[src/rtl/ldt_pkg.sv]
package ldt_pkg;

    // Result of presenting one load to the cache in a cycle.
    typedef enum logic [1:0] {
        ISS_NONE    = 2'd0,  // nothing presented
        ISS_DROP    = 2'd1,  // low piece refused: no slot, replay
        ISS_PARTIAL = 2'd2,  // low accepted, high refused: one owed, replay
        ISS_WHOLE   = 2'd3   // every piece accepted
    } iss_result_e;

endpackage

[src/rtl/ldt_splitter.sv]
module ldt_splitter #(
    parameter int ADDR_W     = 16,
    parameter int LINE_BYTES = 16,
    parameter int SIZE_W     = 4
) (
    input  logic [ADDR_W-1:0] addr,
    input  logic [SIZE_W-1:0] size,
    output logic              is_split,
    output logic [SIZE_W-1:0] lo_size,
    output logic [ADDR_W-1:0] hi_addr,
    output logic [SIZE_W-1:0] hi_size
);
    localparam int OFF_W = $clog2(LINE_BYTES);
    localparam int SUM_W = OFF_W + SIZE_W + 1;

    logic [SUM_W-1:0] offset_c;
    logic [SUM_W-1:0] end_c;
    logic [SUM_W-1:0] room_c;

    always_comb begin
        offset_c = SUM_W'(addr[OFF_W-1:0]);
        end_c    = offset_c + SUM_W'(size);
        room_c   = SUM_W'(LINE_BYTES) - offset_c;
        is_split = end_c > SUM_W'(LINE_BYTES);
        // room is below the size whenever the load is split, so it fits
        lo_size  = is_split ? SIZE_W'(room_c) : size;
        hi_size  = size - lo_size;
        hi_addr  = {addr[ADDR_W-1:OFF_W], {OFF_W{1'b0}}} + ADDR_W'(LINE_BYTES);
    end

endmodule

[src/rtl/ldt_slot.sv]
module ldt_slot #(
    parameter int DATA_BYTES = 8,
    parameter int SIZE_W     = 4
) (
    input  logic                    clk,
    input  logic                    rst_n,
    input  logic                    alloc,
    input  logic                    alloc_two,
    input  logic                    alloc_doom,
    input  logic [SIZE_W-1:0]       alloc_lo_size,
    input  logic [SIZE_W-1:0]       alloc_size,
    input  logic                    squash,
    input  logic                    rsp_hit,
    input  logic                    rsp_half,
    input  logic [DATA_BYTES*8-1:0] rsp_data,
    output logic                    busy,
    output logic                    retire_wb,
    output logic [DATA_BYTES*8-1:0] merged
);
    localparam int DATA_W = DATA_BYTES * 8;

    typedef struct packed {
        logic              live;
        logic              doom;
        logic [1:0]        owed;
        logic [SIZE_W-1:0] lo_size;
        logic [SIZE_W-1:0] size;
        logic [DATA_W-1:0] bytes;
    } slot_t;

    slot_t             slot_d, slot_q;
    logic [DATA_W-1:0] hi_shift_c;

    // Lane merge: each response writes only the byte lanes it owns.
    always_comb begin
        hi_shift_c = rsp_data << {slot_q.lo_size, 3'b000};
        for (int k = 0; k < DATA_BYTES; k++) begin
            logic below_lo;
            logic below_sz;
            below_lo = SIZE_W'(k) < slot_q.lo_size;
            below_sz = SIZE_W'(k) < slot_q.size;
            if (!rsp_half && below_lo) begin
                merged[k*8 +: 8] = rsp_data[k*8 +: 8];
            end else if (rsp_half && !below_lo && below_sz) begin
                merged[k*8 +: 8] = hi_shift_c[k*8 +: 8];
            end else begin
                merged[k*8 +: 8] = slot_q.bytes[k*8 +: 8];
            end
        end
    end

    // Next state
    always_comb begin
        slot_d    = slot_q;
        retire_wb = 1'b0;
        if (rsp_hit && slot_q.live && (slot_q.owed != 2'd0)) begin
            slot_d.bytes = merged;
            slot_d.owed  = slot_q.owed - 2'd1;
            if (slot_q.owed == 2'd1) begin
                slot_d.live = 1'b0;
                retire_wb   = !slot_q.doom;
            end
        end
        if (squash) begin
            slot_d.live = 1'b0;
            slot_d.owed = 2'd0;
            retire_wb   = 1'b0;
        end
        if (alloc) begin
            slot_d.live    = 1'b1;
            slot_d.doom    = alloc_doom;
            slot_d.owed    = alloc_two ? 2'd2 : 2'd1;
            slot_d.lo_size = alloc_lo_size;
            slot_d.size    = alloc_size;
            slot_d.bytes   = '0;
        end
    end

    always_ff @(posedge clk) begin
        if (!rst_n) begin
            slot_q <= '0;
        end else begin
            slot_q <= slot_d;
        end
    end

    assign busy = slot_q.live;

    // A live slot always owes at least one and at most two responses
    assert_owed_range_R4: assert property (@(posedge clk) disable iff (!rst_n)
        slot_q.live |-> (slot_q.owed == 2'd1 || slot_q.owed == 2'd2));

    // Squash empties the slot at the next edge
    assert_squash_clears_R9: assert property (@(posedge clk) disable iff (!rst_n)
        (squash && !alloc) |=> !slot_q.live);

    // A retiring slot writes back once and is then free
    assert_retire_frees_R4: assert property (@(posedge clk) disable iff (!rst_n)
        (retire_wb && !alloc) |=> !slot_q.live);

    // A doomed slot never requests writeback
    assert_doom_silent_R7: assert property (@(posedge clk) disable iff (!rst_n)
        (slot_q.live && slot_q.doom) |-> !retire_wb);

endmodule

[src/rtl/ldt_tracker.sv]
module ldt_tracker #(
    parameter int ADDR_W      = 16,
    parameter int LINE_BYTES  = 16,
    parameter int DATA_BYTES  = 8,
    parameter int NUM_TAGS    = 4,
    parameter int CACHE_PORTS = 2
) (
    input  logic                             clk,
    input  logic                             rst_n,
    input  logic                             iss_valid,
    input  logic [$clog2(NUM_TAGS)-1:0]      iss_tag,
    input  logic [ADDR_W-1:0]                iss_addr,
    input  logic [$clog2(DATA_BYTES+1)-1:0]  iss_size,
    input  logic [$clog2(CACHE_PORTS+1)-1:0] ports_free,
    output logic [$clog2(NUM_TAGS)-1:0]      req_tag,
    output logic                             lo_req_valid,
    output logic [ADDR_W-1:0]                lo_req_addr,
    output logic [$clog2(DATA_BYTES+1)-1:0]  lo_req_size,
    input  logic                             lo_req_ready,
    output logic                             hi_req_valid,
    output logic [ADDR_W-1:0]                hi_req_addr,
    output logic [$clog2(DATA_BYTES+1)-1:0]  hi_req_size,
    input  logic                             hi_req_ready,
    output logic [$clog2(CACHE_PORTS+1)-1:0] ports_used,
    output logic                             retry_valid,
    output logic [$clog2(NUM_TAGS)-1:0]      retry_tag,
    input  logic                             rsp_valid,
    input  logic [$clog2(NUM_TAGS)-1:0]      rsp_tag,
    input  logic                             rsp_half,
    input  logic [DATA_BYTES*8-1:0]          rsp_data,
    input  logic                             squash_valid,
    input  logic [$clog2(NUM_TAGS)-1:0]      squash_tag,
    output logic                             wb_valid,
    output logic [$clog2(NUM_TAGS)-1:0]      wb_tag,
    output logic [DATA_BYTES*8-1:0]          wb_data
);
    import ldt_pkg::*;

    localparam int TAG_W  = $clog2(NUM_TAGS);
    localparam int SIZE_W = $clog2(DATA_BYTES + 1);
    localparam int PORT_W = $clog2(CACHE_PORTS + 1);
    localparam int DATA_W = DATA_BYTES * 8;

    typedef struct packed {
        logic              wb_valid;
        logic [TAG_W-1:0]  wb_tag;
        logic [DATA_W-1:0] wb_data;
        logic              retry_valid;
        logic [TAG_W-1:0]  retry_tag;
    } trk_t;

    trk_t              trk_d, trk_q;
    iss_result_e       result_c;
    logic              split_c;
    logic [SIZE_W-1:0] lo_size_c;
    logic [SIZE_W-1:0] hi_size_c;
    logic [ADDR_W-1:0] hi_addr_c;
    logic              lo_ok_c;
    logic              hi_ok_c;
    logic              alloc_c;

    logic [NUM_TAGS-1:0] busy_vec;
    logic [NUM_TAGS-1:0] retire_vec;
    logic [DATA_W-1:0]   merged_arr [NUM_TAGS];

    ldt_splitter #(
        .ADDR_W    (ADDR_W),
        .LINE_BYTES(LINE_BYTES),
        .SIZE_W    (SIZE_W)
    ) u_split (
        .addr    (iss_addr),
        .size    (iss_size),
        .is_split(split_c),
        .lo_size (lo_size_c),
        .hi_addr (hi_addr_c),
        .hi_size (hi_size_c)
    );

    // Issue path: the high piece goes out only beside an accepted low piece
    always_comb begin
        req_tag      = iss_tag;
        lo_req_valid = iss_valid && (int'(ports_free) >= 1);
        lo_req_addr  = iss_addr;
        lo_req_size  = lo_size_c;
        lo_ok_c      = lo_req_valid && lo_req_ready;
        hi_req_valid = iss_valid && split_c && lo_ok_c && (int'(ports_free) >= 2);
        hi_req_addr  = hi_addr_c;
        hi_req_size  = hi_size_c;
        hi_ok_c      = hi_req_valid && hi_req_ready;
        ports_used   = PORT_W'(lo_req_valid) + PORT_W'(hi_req_valid);

        if (!iss_valid) begin
            result_c = ISS_NONE;
        end else if (!lo_ok_c) begin
            result_c = ISS_DROP;
        end else if (split_c && !hi_ok_c) begin
            result_c = ISS_PARTIAL;
        end else begin
            result_c = ISS_WHOLE;
        end
        alloc_c = (result_c == ISS_PARTIAL) || (result_c == ISS_WHOLE);
    end

    for (genvar i = 0; i < NUM_TAGS; i++) begin : g_slot
        ldt_slot #(
            .DATA_BYTES(DATA_BYTES),
            .SIZE_W    (SIZE_W)
        ) u_slot (
            .clk          (clk),
            .rst_n        (rst_n),
            .alloc        (alloc_c && (iss_tag == TAG_W'(i))),
            .alloc_two    (result_c == ISS_WHOLE && split_c),
            .alloc_doom   (result_c == ISS_PARTIAL),
            .alloc_lo_size(lo_size_c),
            .alloc_size   (iss_size),
            .squash       (squash_valid && (squash_tag == TAG_W'(i))),
            .rsp_hit      (rsp_valid && (rsp_tag == TAG_W'(i))),
            .rsp_half     (rsp_half),
            .rsp_data     (rsp_data),
            .busy         (busy_vec[i]),
            .retire_wb    (retire_vec[i]),
            .merged       (merged_arr[i])
        );
    end

    // Writeback and retry pulses
    always_comb begin
        trk_d             = '0;
        trk_d.wb_valid    = rsp_valid && retire_vec[rsp_tag];
        trk_d.wb_tag      = rsp_tag;
        trk_d.wb_data     = trk_d.wb_valid ? merged_arr[rsp_tag] : '0;
        trk_d.retry_valid = (result_c == ISS_DROP) || (result_c == ISS_PARTIAL);
        trk_d.retry_tag   = iss_tag;
    end

    always_ff @(posedge clk) begin
        if (!rst_n) begin
            trk_q <= '0;
        end else begin
            trk_q <= trk_d;
        end
    end

    assign wb_valid    = trk_q.wb_valid;
    assign wb_tag      = trk_q.wb_tag;
    assign wb_data     = trk_q.wb_data;
    assign retry_valid = trk_q.retry_valid;
    assign retry_tag   = trk_q.retry_tag;

    assert_port_budget_R8: assert property (@(posedge clk) disable iff (!rst_n)
        ports_used <= ports_free);

    assert_hi_beside_lo_R3: assert property (@(posedge clk) disable iff (!rst_n)
        hi_req_valid |-> (lo_req_valid && lo_req_ready));

    assert_wb_follows_rsp_R10: assert property (@(posedge clk) disable iff (!rst_n)
        wb_valid |-> ($past(rsp_valid) && $past(rsp_tag) == wb_tag));

    assert_retry_follows_iss_R10: assert property (@(posedge clk) disable iff (!rst_n)
        retry_valid |-> ($past(iss_valid) && $past(iss_tag) == retry_tag));

    assert_retry_no_alloc_R6: assert property (@(posedge clk) disable iff (!rst_n)
        (iss_valid && !lo_req_ready) |=> !busy_vec[$past(iss_tag)]);

endmodule

[config.mk]
export PLATFORM = sky130hd
export DESIGN_NAME = ldt_tracker
export DESIGN_NICKNAME = d
export VERILOG_FILES = /design/src/rtl/ldt_pkg.sv /design/src/rtl/ldt_splitter.sv /design/src/rtl/ldt_slot.sv /design/src/rtl/ldt_tracker.sv
export SDC_FILE = /design/constraint.sdc
export NUM_CORES = 1
export LEC_CHECK = 0
export BUFFER_PORTS_ARGS = -buffer_cell sky130_fd_sc_hd__buf_2
export CAP_MARGIN = 25
export CORE_MARGIN = 2
export CORE_UTILIZATION = 27
export CTS_BUF_LIST = sky130_fd_sc_hd__clkbuf_16
export CTS_CLUSTER_DIAMETER = 150
export DETAILED_ROUTE_END_ITERATION = 10
export PLACE_DENSITY = 0.41
export SLEW_MARGIN = 20
export SYNTH_ARGS = -nofsm -noshare
export SYNTH_HDL_FRONTEND = slang
export SYNTH_HIERARCHICAL = 1
export SYNTH_SLANG_ARGS = --single-unit
export TNS_END_PERCENT = 5
[constraint.sdc]
create_clock -name clk -period 4.4 [get_ports clk]
set_input_delay 0.22 -clock clk [delete_from_list [all_inputs] [get_ports clk]]
set_output_delay 0.22 -clock clk [all_outputs]
set_load 0.01 [all_outputs]
; ---- Word level (Yosys, flattened, before mapping)
; Cells that the tools add are included.
[op_classes]
shift = 4
div = 0
mux = 114
eq_ne = 16
magnitude_cmp = 69
addsub = 9
bitwise_logic = 2
n_reduce_logical = 189
multipliers = 0
[ops]
columns = op, count
row1 = $mux W8, 64
row2 = $mux W64, 6
row3 = $mux W76, 4
row4 = $shl A64 B7 Y64, 4
row5 = $bmux W64 S2, 1
row6 = $lt A3 B4 Y1 const A, 32
row7 = $logic_and A1 B1 Y1, 125
row8 = $lt A1 B4 Y1 const A, 16
row9 = $lt A2 B4 Y1 const A, 16
row10 = $logic_not A1 Y1, 38
row11 = $mux W1, 26
row12 = $reduce_bool A3 Y1, 8
row13 = $mux W2, 11
row14 = $add A16 B5 Y16 const B, 1
row15 = $eq A2 B1 Y1 const B, 8
row16 = $eq A2 B2 Y1 const B, 8
row17 = $reduce_and A2 Y1, 5
row18 = $gt A9 B5 Y1 const B, 1
row19 = $reduce_bool A2 Y1, 4
row20 = $reduce_or A2 Y1, 4
row21 = $sub A2 B1 Y2 const B, 4
row22 = $logic_not A2 Y1, 3
row23 = $add A4 B4 Y5, 1
row24 = $mux W4, 1
row25 = 11 further kinds, 12
[word_totals]
memories = 0
romBits = 0
latchBits = 0
wordCells = 432
regBits = 374
output_inout_bits = 116
ramBits = 0
input_bits = 100

; ---- Depth between registers and ports, before layout
; Gate-level depths: netlist (run 1).
[depth]
depth_word = 16
mapped_depth = 14
depth_no_buf = 12

; ---- Cells and area by module
; Netlist (run 1), hierarchy kept.
[by_module_without_submodules]
columns = mod, area_per_inst_um2, seq_area_each_um2, instances, cells_each
row1 = ldt_slot, 6791.5, 1521.5, 4, 822
row2 = ldt_tracker, 3774.9, 1401.3, 1, 276
row3 = ldt_splitter, 605.6, 0.0, 1, 73

; ---- Worst setup path before layout (run 1)
; OpenSTA, ideal clock, no wires.
[synth_path]
kind = input to output
startpoint = input iss_addr[0]
endpoint = output hi_req_size[3]
setup_slack_ns = 1.722
t_required_ns = 4.180
t_arrival_ns = 2.458
n_path_buf = 0
path_stages = 11
path_cell_list = ha_1 -> fa_1 -> a21o_1 -> a21oi_2 -> nand2_1 -> o21ai_0 -> ha_1 -> inv_1 -> a21o_1 -> a21oi_1 -> xor2_1
[synth_between]
elab_chain_len = 4
word_cells_on_any_way = 5
classes_between = add/sub (3) / order compare (1) / mux (1)
[synth_lines]
columns = element, line_no
row1 = "start, declared", ldt_tracker.sv:12  ; input logic [ADDR_W-1:0] iss_addr,
row2 = $add A4 B4 Y5, ldt_splitter.sv:22  ; end_c = offset_c + SUM_W'(size);
row3 = $gt A9 B5 Y1, ldt_splitter.sv:24  ; is_split = end_c > SUM_W'(LINE_BYTES);
row4 = $mux W4 *, ldt_splitter.sv:26  ; lo_size = is_split ? SIZE_W'(room_c) : size;
row5 = via lo_req_size[0], ldt_tracker.sv:18  ; output logic [$clog2(DATA_BYTES+1)-1:0] lo_req_size,
row6 = $sub A4 B4 Y4 *, ldt_splitter.sv:27  ; hi_size = size - lo_size;
row7 = "end, declared", ldt_tracker.sv:22  ; output logic [$clog2(DATA_BYTES+1)-1:0] hi_req_size,
; Mark *: on every way through the listed nets, which the timed path passes. The rest lies on a longest branch.

; ---- Final worst setup path (run 1)
[layout_path]
startpoint = input iss_size[0]
endpoint = output hi_req_size[3]
[layout_between]
elab_chain_len = 4
[layout_lines]
columns = element, line_no
row1 = "start, declared", ldt_tracker.sv:13  ; input logic [$clog2(DATA_BYTES+1)-1:0] iss_size,
row2 = $add A4 B4 Y5, ldt_splitter.sv:22
row3 = $gt A9 B5 Y1, ldt_splitter.sv:24
row4 = via split_c, ldt_tracker.sv:54  ; logic split_c;
row5 = $mux W4, ldt_splitter.sv:26
row6 = $sub A4 B4 Y4, ldt_splitter.sv:27
; The timed path passes the listed nets, and every way through them passes these cells.

==> metrics, run 1 <==
worst hold slack about 0.026 ns; H-tree depth 2; quantity of I/O buffers inserted on ports roughly 210; Worst R2R End wb_data[8]; Crit-path slowest cell dlygate4sd3_1; initial antenna violation count 19; FF-to-FF Start g_slot[1].u_slot/slot_q[70]; area grow syn2layout 11.9%; Cell Area, Synth 31500 sq um; Worst Skew about 0.022 ns; row count between 100 and 150; I/O pin count 216; Initial Util 0.272; CP Depth 13; Worst-path clk slew 0.06 ns; layout net count ~3800; first-pass GRT wire length approximately 230000 um; crit path capture hi_req_size[3]; post-CTS setup buffer count 0; Pwr Total 9.60 mW; DP Cell Count ~5100; synth cell count leaders 374 x dfxtp_1, 314 x nand2_1, 232 x mux2i_1; Lkg Pwr between 10 and 15 nW; Hold/Removal Path Class in2reg; critical-path cell list dlygate4sd3_1 -> buf_2 -> ha_1 -> fa_1 -> xor2_1 -> nor3_2 -> a21oi_4 -> mux2i_1 -> ha_1 -> a21o_1 -> a21oi_1 -> xor2_1 -> buf_2; Final Cycle Share 0.798; vias in the first global route 29792; Worst Path Max Fanout 8; EDFF count, synth 0; DR iter-0 viols a little under 4000; clock latency on the worst-skew pair about 0.65 ns; VDD IR-drop max roughly 0.27 mV; crit start category primary input; r2r setup slk approximately 1 ns; fin. max-slew vios 0; delay-heaviest family, CP adder cells; Unique masters post-synth 81; count leader, synth dfxtp_1; RSZ-0062 raised after global routing false; P per Cell Area 272 nW/um^2; final critical-path required period 3.51 ns; Bufs and invs on worst path 3; fmax between 0.2 and 0.3 GHz; ANT nets after route 0; Setup TNS Final 0 ns; synthesis-stage register bit count ~370; depth of the most critical reg-to-reg path 7; DP HPWL ~110000 um; Fin. Hold Viols 0; Clock Root Buffer clkbuf_16; CTS Sinks roughly 370; die area between 100000 and 150000 sq um; top cells by area, synth dfxtp_1 24%, mux2i_1 7.4%, mux2_2 6.9%; status finished, final reports clean; CP max stage delay ~0.52 ns; core box area 116000 sq um; drt drc 0; total grt overflow 0; Arr. time, crit path roughly 3.3 ns; Least-Margin Pin Slew around 1.1 ns; average wire per standard cell around 32 um; drt via density 6.13; fillcell total roughly 12000; Cells after Synth 3637; Final GP Congestion about 0.9; Die Span X around 350 um; total track usage 0.270; Max Cap Viol 0; WP data required approximately 4.2 ns; post-synthesis sequential area ratio 0.237; CP Capture Type output pin; fraction of registers with async set/reset 0; area leader, netlist dfxtp_1; CTS tree built; Clock Tree Buf Depth 3; Die Y roughly 350 um; DRT Pass-1 Iters 9; final setup vio count 0; Slew HR 0.253; Top FF cell, synth dfxtp_1; via count around 32000; area share of the largest cell type after synthesis 0.237; Layout Cells excl Fill between 5000 and 6000; Post-CTS Resized 0; CP Class in2out; total CTS buffers 49; largest net degree at the start of global routing just under 90; yosys warns 6; Detailed Route WL roughly 170000 um; layout cells sized above 1 0.240; worst setup path start iss_size[0]; average size of a mapped cell ~8.7 sq um
[final cells by class]
class	count	area (sq um)	share of cell area
inverter	49	184	0.00521
clock inverter	41	430	0.0122
timing repair buffer	346	2160	0.0612
tap	1524	1910	0.0540
clock buffer	49	1230	0.0347
antenna	2	5.00	0.000142
multi-input combinational	2840	21900	0.620
sequential	374	7510	0.213
[layer usage]
layer / vias to the layer above / part of all wire / track usage
met5: - / 0.00053 / 0
met4: 14 / 0.049 / 0.119
met3: 350 / 0.095 / 0.0580
met2: 1853 / 0.42 / 0.391
met1: 15877 / 0.44 / 0.379
li1: 13959 / - / -
[worst min-delay path by stage]
stage,startpoint,endpoint,slack [ns],depth (start not counted)
after floorplan,iss_tag[0],retry_tag[0],0.34,1
after global placement,g_slot[3].u_slot/slot_q[35],g_slot[3].u_slot/slot_q[35],0.46,2
after detailed placement,g_slot[0].u_slot/slot_q[34],g_slot[0].u_slot/slot_q[34],0.46,2
after CTS,squash_tag[1],g_slot[0].u_slot/busy,0.0002,5
after global routing,rsp_data[50],g_slot[2].u_slot/slot_q[50],0.04,3
final,squash_tag[1],g_slot[0].u_slot/busy,0.03,5
[through the flow]
| stage | worst slack [ns] | instance area (sq um) | util |
|---|---|---|---|
| after detailed placement | 1.09 | 33500 | 0.288 |
| final | 0.889 | 35300 | 0.304 |
| after CTS | 0.836 | 35200 | 0.303 |
| after floorplan | 1.72 | 31600 | - |
| after global routing | 0.715 | 35300 | 0.304 |
| after global placement | 1.01 | 33400 | 0.288 |
[registers in the layout, indices dropped and copies added, names as in the netlist]
| name | cells |
|---|---|
| g_slot.u_slot/slot_q | 300 |
| wb_data | 64 |
| g_slot.u_slot/busy | 4 |
| retry_tag | 2 |
| wb_tag | 2 |
| retry_valid | 1 |
| wb_valid | 1 |
[placed cells by master, fill, tap and decap left out, types with 11 or more instances in the layout]
cell / instances
dfxtp_1: 366
nand2_1: 314
mux2i_1: 232
a21oi_1: 217
buf_2: 210
mux2_2: 192
nor2_1: 187
o21ai_0: 173
nor2b_1: 156
buf_4: 122
mux4_2: 96
o22ai_1: 96
o21a_1: 85
a211oi_1: 85
a31oi_1: 84
and3_1: 77
nand2b_1: 76
o2bb2ai_1: 72
nor3_1: 61
o221a_2: 56
inv_1: 55
clkbuf_16: 49
nand3_1: 47
a221o_1: 44
a211o_1: 40
a222oi_1: 32
o2111ai_1: 32
o221ai_1: 32
a2111o_1: 32
a22oi_1: 28
a2111oi_2: 24
ha_1: 20
or3_1: 16
and2_1: 15
xnor2_1: 13
a22o_1: 12
clkinv_2: 11
a21o_1: 11
[cells by family after synthesis]
group / share of synthesized area
and+or+nand+nor: 0.176
other: 0.000119
adders and majority gates: 0.00920
buffers and inverters: 0.0715
DFF: 0.237
xor gates and xnor gates: 0.00631
muxes: 0.215
AOI/OAI and AO/OA: 0.284
[power breakdown]
part	internal, mW	switching (mW)	total, mW
registers	3.39	0.0514	3.44
logic	0.572	1.22	1.79
clock network	2.51	1.86	4.36
total	6.47	3.13	9.60
[tightest hold or removal path, cell delays in order]
cell	delay, ns
buf_2	0.11
nor3b_1	0.08
inv_1	0.05
a31oi_1	0.07
nor2b_1	0.09
[what timing repair did]
action	in CTS	in global routing
hold buffers	8	0
endpoints found under the hold margin	20	0
setup endpoints to repair	0	0
(Power assumes the default switching activity.)
==> inputs of run 2 (changes only) <==
--- a/config.mk
+++ b/config.mk
@@ -5,6 +5,7 @@
 export SDC_FILE = /design/constraint.sdc
 export NUM_CORES = 1
 export LEC_CHECK = 0
+export ABC_AREA = 1
 export BUFFER_PORTS_ARGS = -buffer_cell sky130_fd_sc_hd__buf_2
 export CAP_MARGIN = 25
 export CORE_MARGIN = 2
@@ -12,7 +13,7 @@
 export CTS_BUF_LIST = sky130_fd_sc_hd__clkbuf_16
 export CTS_CLUSTER_DIAMETER = 150
 export DETAILED_ROUTE_END_ITERATION = 10
-export PLACE_DENSITY = 0.41
+export PLACE_DENSITY = 0.42
 export SLEW_MARGIN = 20
 export SYNTH_ARGS = -nofsm -noshare
 export SYNTH_HDL_FRONTEND = slang
==> constraint.sdc (replaced) <==
create_clock -name clk -period 2.85 [get_ports clk]
set_input_delay 0.1425 -clock clk [delete_from_list [all_inputs] [get_ports clk]]
set_output_delay 0.1425 -clock clk [all_outputs]
set_load 0.01 [all_outputs]
==> run 2 against run 1 <==
Area after synthesis decreased by 2.7%. Global-route usage rose by 6.1 points. Wire length increased by 18%. Clock skew rose by 0.00093 ns. Clock power rose by 50%. Combinational power is 100% higher. Register-to-register slack worse by 0.89 ns. Total power up 61%. Sequential share of layout area decreased by 0.51 points. First-iteration DRC count increased by 21%. Largest cell class unchanged.
==> metrics, run 2 <==
Worst R2R End wb_data[60]; Cell Area, Synth just over 30000 sq um; hold path endpoint g_slot[2].u_slot/slot_q[65]; commonest cells after routing, fill and taps aside 2429 x nand2_1, 669 x inv_1, 657 x nand3_1; H-tree depth 2; area leader, netlist nand2_1; Post-Synth Simple-Gate Area 0.518; CP Capture Type register; WP data required around 3.4 ns; top cells by area, synth nand2_1 30%, dfxtp_1 24%, nand3_1 11%; area taken by multi-input logic gates around 19000 sq um; Cells after Synth roughly 5700; DR iter-0 viols 4805; die area about 120000 sq um; Final GP Congestion 1.04; area share of the largest cell type after synthesis 0.297; depth of the most critical reg-to-reg path 11; Setup TNS Final 0 ns; Sequential Power Share 0.342; P per Cell Area between 400 and 500 nW/um^2; fmax 0.369 GHz; drt via density ~5.2; CTS tree built; FF-to-FF Start g_slot[0].u_slot/slot_q[71]; quantity of I/O buffers inserted on ports roughly 210; Arr. time, crit path approximately 3.3 ns; DP HPWL between 100000 and 150000 um; Net Sw Frac 0.376; Int Power roughly 9.7 mW; combinational family with the most area after synthesis simple AND/OR/NAND/NOR gates; Die Span X ~340 um; Initial Util 0.273; Slew HR 0.388; yosys warns 6; Clock Tree Buf Depth 3; Clock Root Buffer clkbuf_16; core box area between 100000 and 150000 sq um; layout cells sized above 1 0.124; Die Y 341 um; first-pass GRT wire length between 200000 and 300000 um; EDFF count, synth 0; Sw Pwr 5.82 mW; Least-Margin Pin Slew approximately 0.9 ns; synth cell count leaders 2430 x nand2_1, 662 x inv_1, 657 x nand3_1; hold path start iss_size[1]; crit start category register; total grt overflow 0; Top FF cell, synth dfxtp_1; count leader, synth nand2_1; xor and xnor area share after synthesis 0.00399; Hold/Removal Path Class in2reg; post-synthesis compound-gate area fraction 0.0946; final critical-path required period about 2.7 ns; clock share of power 0.422; Fin. Hold Viols 0; Reg area around 7500 sq um; most flop-heavy register g_slot.u_slot/slot_q; Lkg Pwr slightly below 20 nW; Pwr Total 15.5 mW; Gate power share 0.236; CTS Sinks between 300 and 400; r2r setup slk between 0.1 and 0.15 ns; DRT Pass-1 Iters 8; Worst Path Max Fanout 12; average size of a mapped cell 5.40 sq um; area grow syn2layout 17.4%; Worst Skew 0.0229 ns; mux cell area share after synthesis 0; average wire per standard cell ~27 um; status finished, final reports clean; worst hold slack ~0.012 ns; initial antenna violation count 21; layout net count 6067; post-synthesis sequential area ratio 0.244; final setup vio count 0; fraction of registers with async set/reset 0; Final Cycle Share 0.952; Worst-path clk slew approximately 0.060 ns; fillcell total around 13000; clock latency on the worst-skew pair between 0.6 and 0.7 ns; Synth Area in Adders 0.00945; drt drc 0; largest net degree at the start of global routing between 80 and 90; ANT nets after route 0; Detailed Route WL 199000 um; CP Class reg2reg; VDD IR-drop max 0.398 mV; Max Cap Viol 0; I/O pin count approximately 220; synthesis-stage register bit count around 370; most common cell after layout, fill and taps aside nand2_1; fin. max-slew vios 0; max reg flops 300; via count just under 40000; final core utilization 0.320; Unique masters post-synth 38; row count about 120; total CTS buffers between 50 and 60; vias in the first global route approximately 35000; total track usage 0.330; post-CTS setup buffer count 0; Worst Hold Depth 4
## run 2: changes by cell type in the layout (fill, tap and decap cells not counted), moves of 80 or more
cell / before / now
buf_4: 122 / 202
nor2b_1: 156 / 0
a31oi_1: 84 / 0
o21a_1: 85 / 0
nand2_1: 314 / 2429
inv_1: 55 / 669
nand3_1: 47 / 657
a211oi_1: 85 / 0
mux2i_1: 232 / 0
nor2_2: 0 / 83
mux4_2: 96 / 0
nor2_1: 187 / 489
o22ai_1: 96 / 0
mux2_2: 192 / 0
## run 2: cell type report
class                           count  share of cell area
Multi-Input combinational cell   4361               0.535
Sequential cell                   374               0.208
Timing Repair Buffer              447              0.0869
Inverter                          709              0.0739
Tap cell                         1500              0.0521
Clock buffer                       52              0.0361
Clock inverter                     45             0.00836
Antenna cell                        2            0.000139
## run 2: what timing repair did
action | 4_1_cts | 5_1_grt
hold buffers | 12 | 0
endpoints found under the hold margin | 21 | 0
setup endpoints to repair | 0 | 1
resized for setup | 0 | 1
## run 2: power groups by stage
stage	Clock, mW	Sequential (mW)	Combinational (mW)
6_report	6.53	5.29	3.66
5_1_grt	6.82	5.30	3.81
4_1_cts	6.64	5.29	3.53
3_5_place_dp	0	5.41	3.50
3_3_place_gp	0	5.41	3.52
2_1_floorplan	0	5.40	1.74
## run 2: kinds of logic after synthesis
kind of cell    after synthesis
simple gates               3799
fa+ha+maj                    22
xor+xnor                     14
compound gates              522
buf+inv                     956
flops                       374
other cells                   1
## run 2: critical path: stages (launching register included)
cell and delay [ns]:
dfxtp_1 0.57, nor2_2 0.16, nand2_1 0.42, nor2_1 0.10, a21oi_1 0.14, nand2_1 0.21
nand2_1 0.16, nand2_1 0.07, nand2_1 0.16, nand2_1 0.16, nor2_1 0.35, nor2_1 0.09
## run 2: how the worst max path moves through the flow
stage / from / endpoint / slack (ns) / depth (start not counted)
4_1_cts: iss_addr[0] / hi_req_size[2] / 0.16 / 13
3_5_place_dp: iss_addr[0] / g_slot[1].u_slot/slot_q[73] / 0.10 / 19
5_1_grt: iss_addr[0] / hi_req_size[3] / -0.01 / 19
3_3_place_gp: iss_addr[0] / g_slot[3].u_slot/slot_q[73] / 0.04 / 19
6_report: g_slot[0].u_slot/slot_q[71] / wb_data[60] / 0.14 / 11
2_1_floorplan: iss_addr[0] / hi_req_size[1] / 0.32 / 9
## run 2: stage by stage
stage / std cells / setup slack, ns / instance area [sq um]
CTS: 7488 / 0.156 / 36000
detailed placement: 7379 / 0.101 / 34300
global route: 7488 / -0.0126 / 36100
floorplan: 5691 / 0.322 / 30700
finish: 7490 / 0.137 / 36100
global placement: 7379 / 0.0353 / 34300
## run 2: routing by layer
| layer | wire length (um) | part of all wire | GRT usage |
|---|---|---|---|
| met2 | 82800 | 0.42 | 0.492 |
| met4 | 13000 | 0.065 | 0.187 |
| met1 | 84400 | 0.42 | 0.444 |
| met3 | 18600 | 0.093 | 0.0646 |
| met5 | 113 | 0.00057 | 0 |
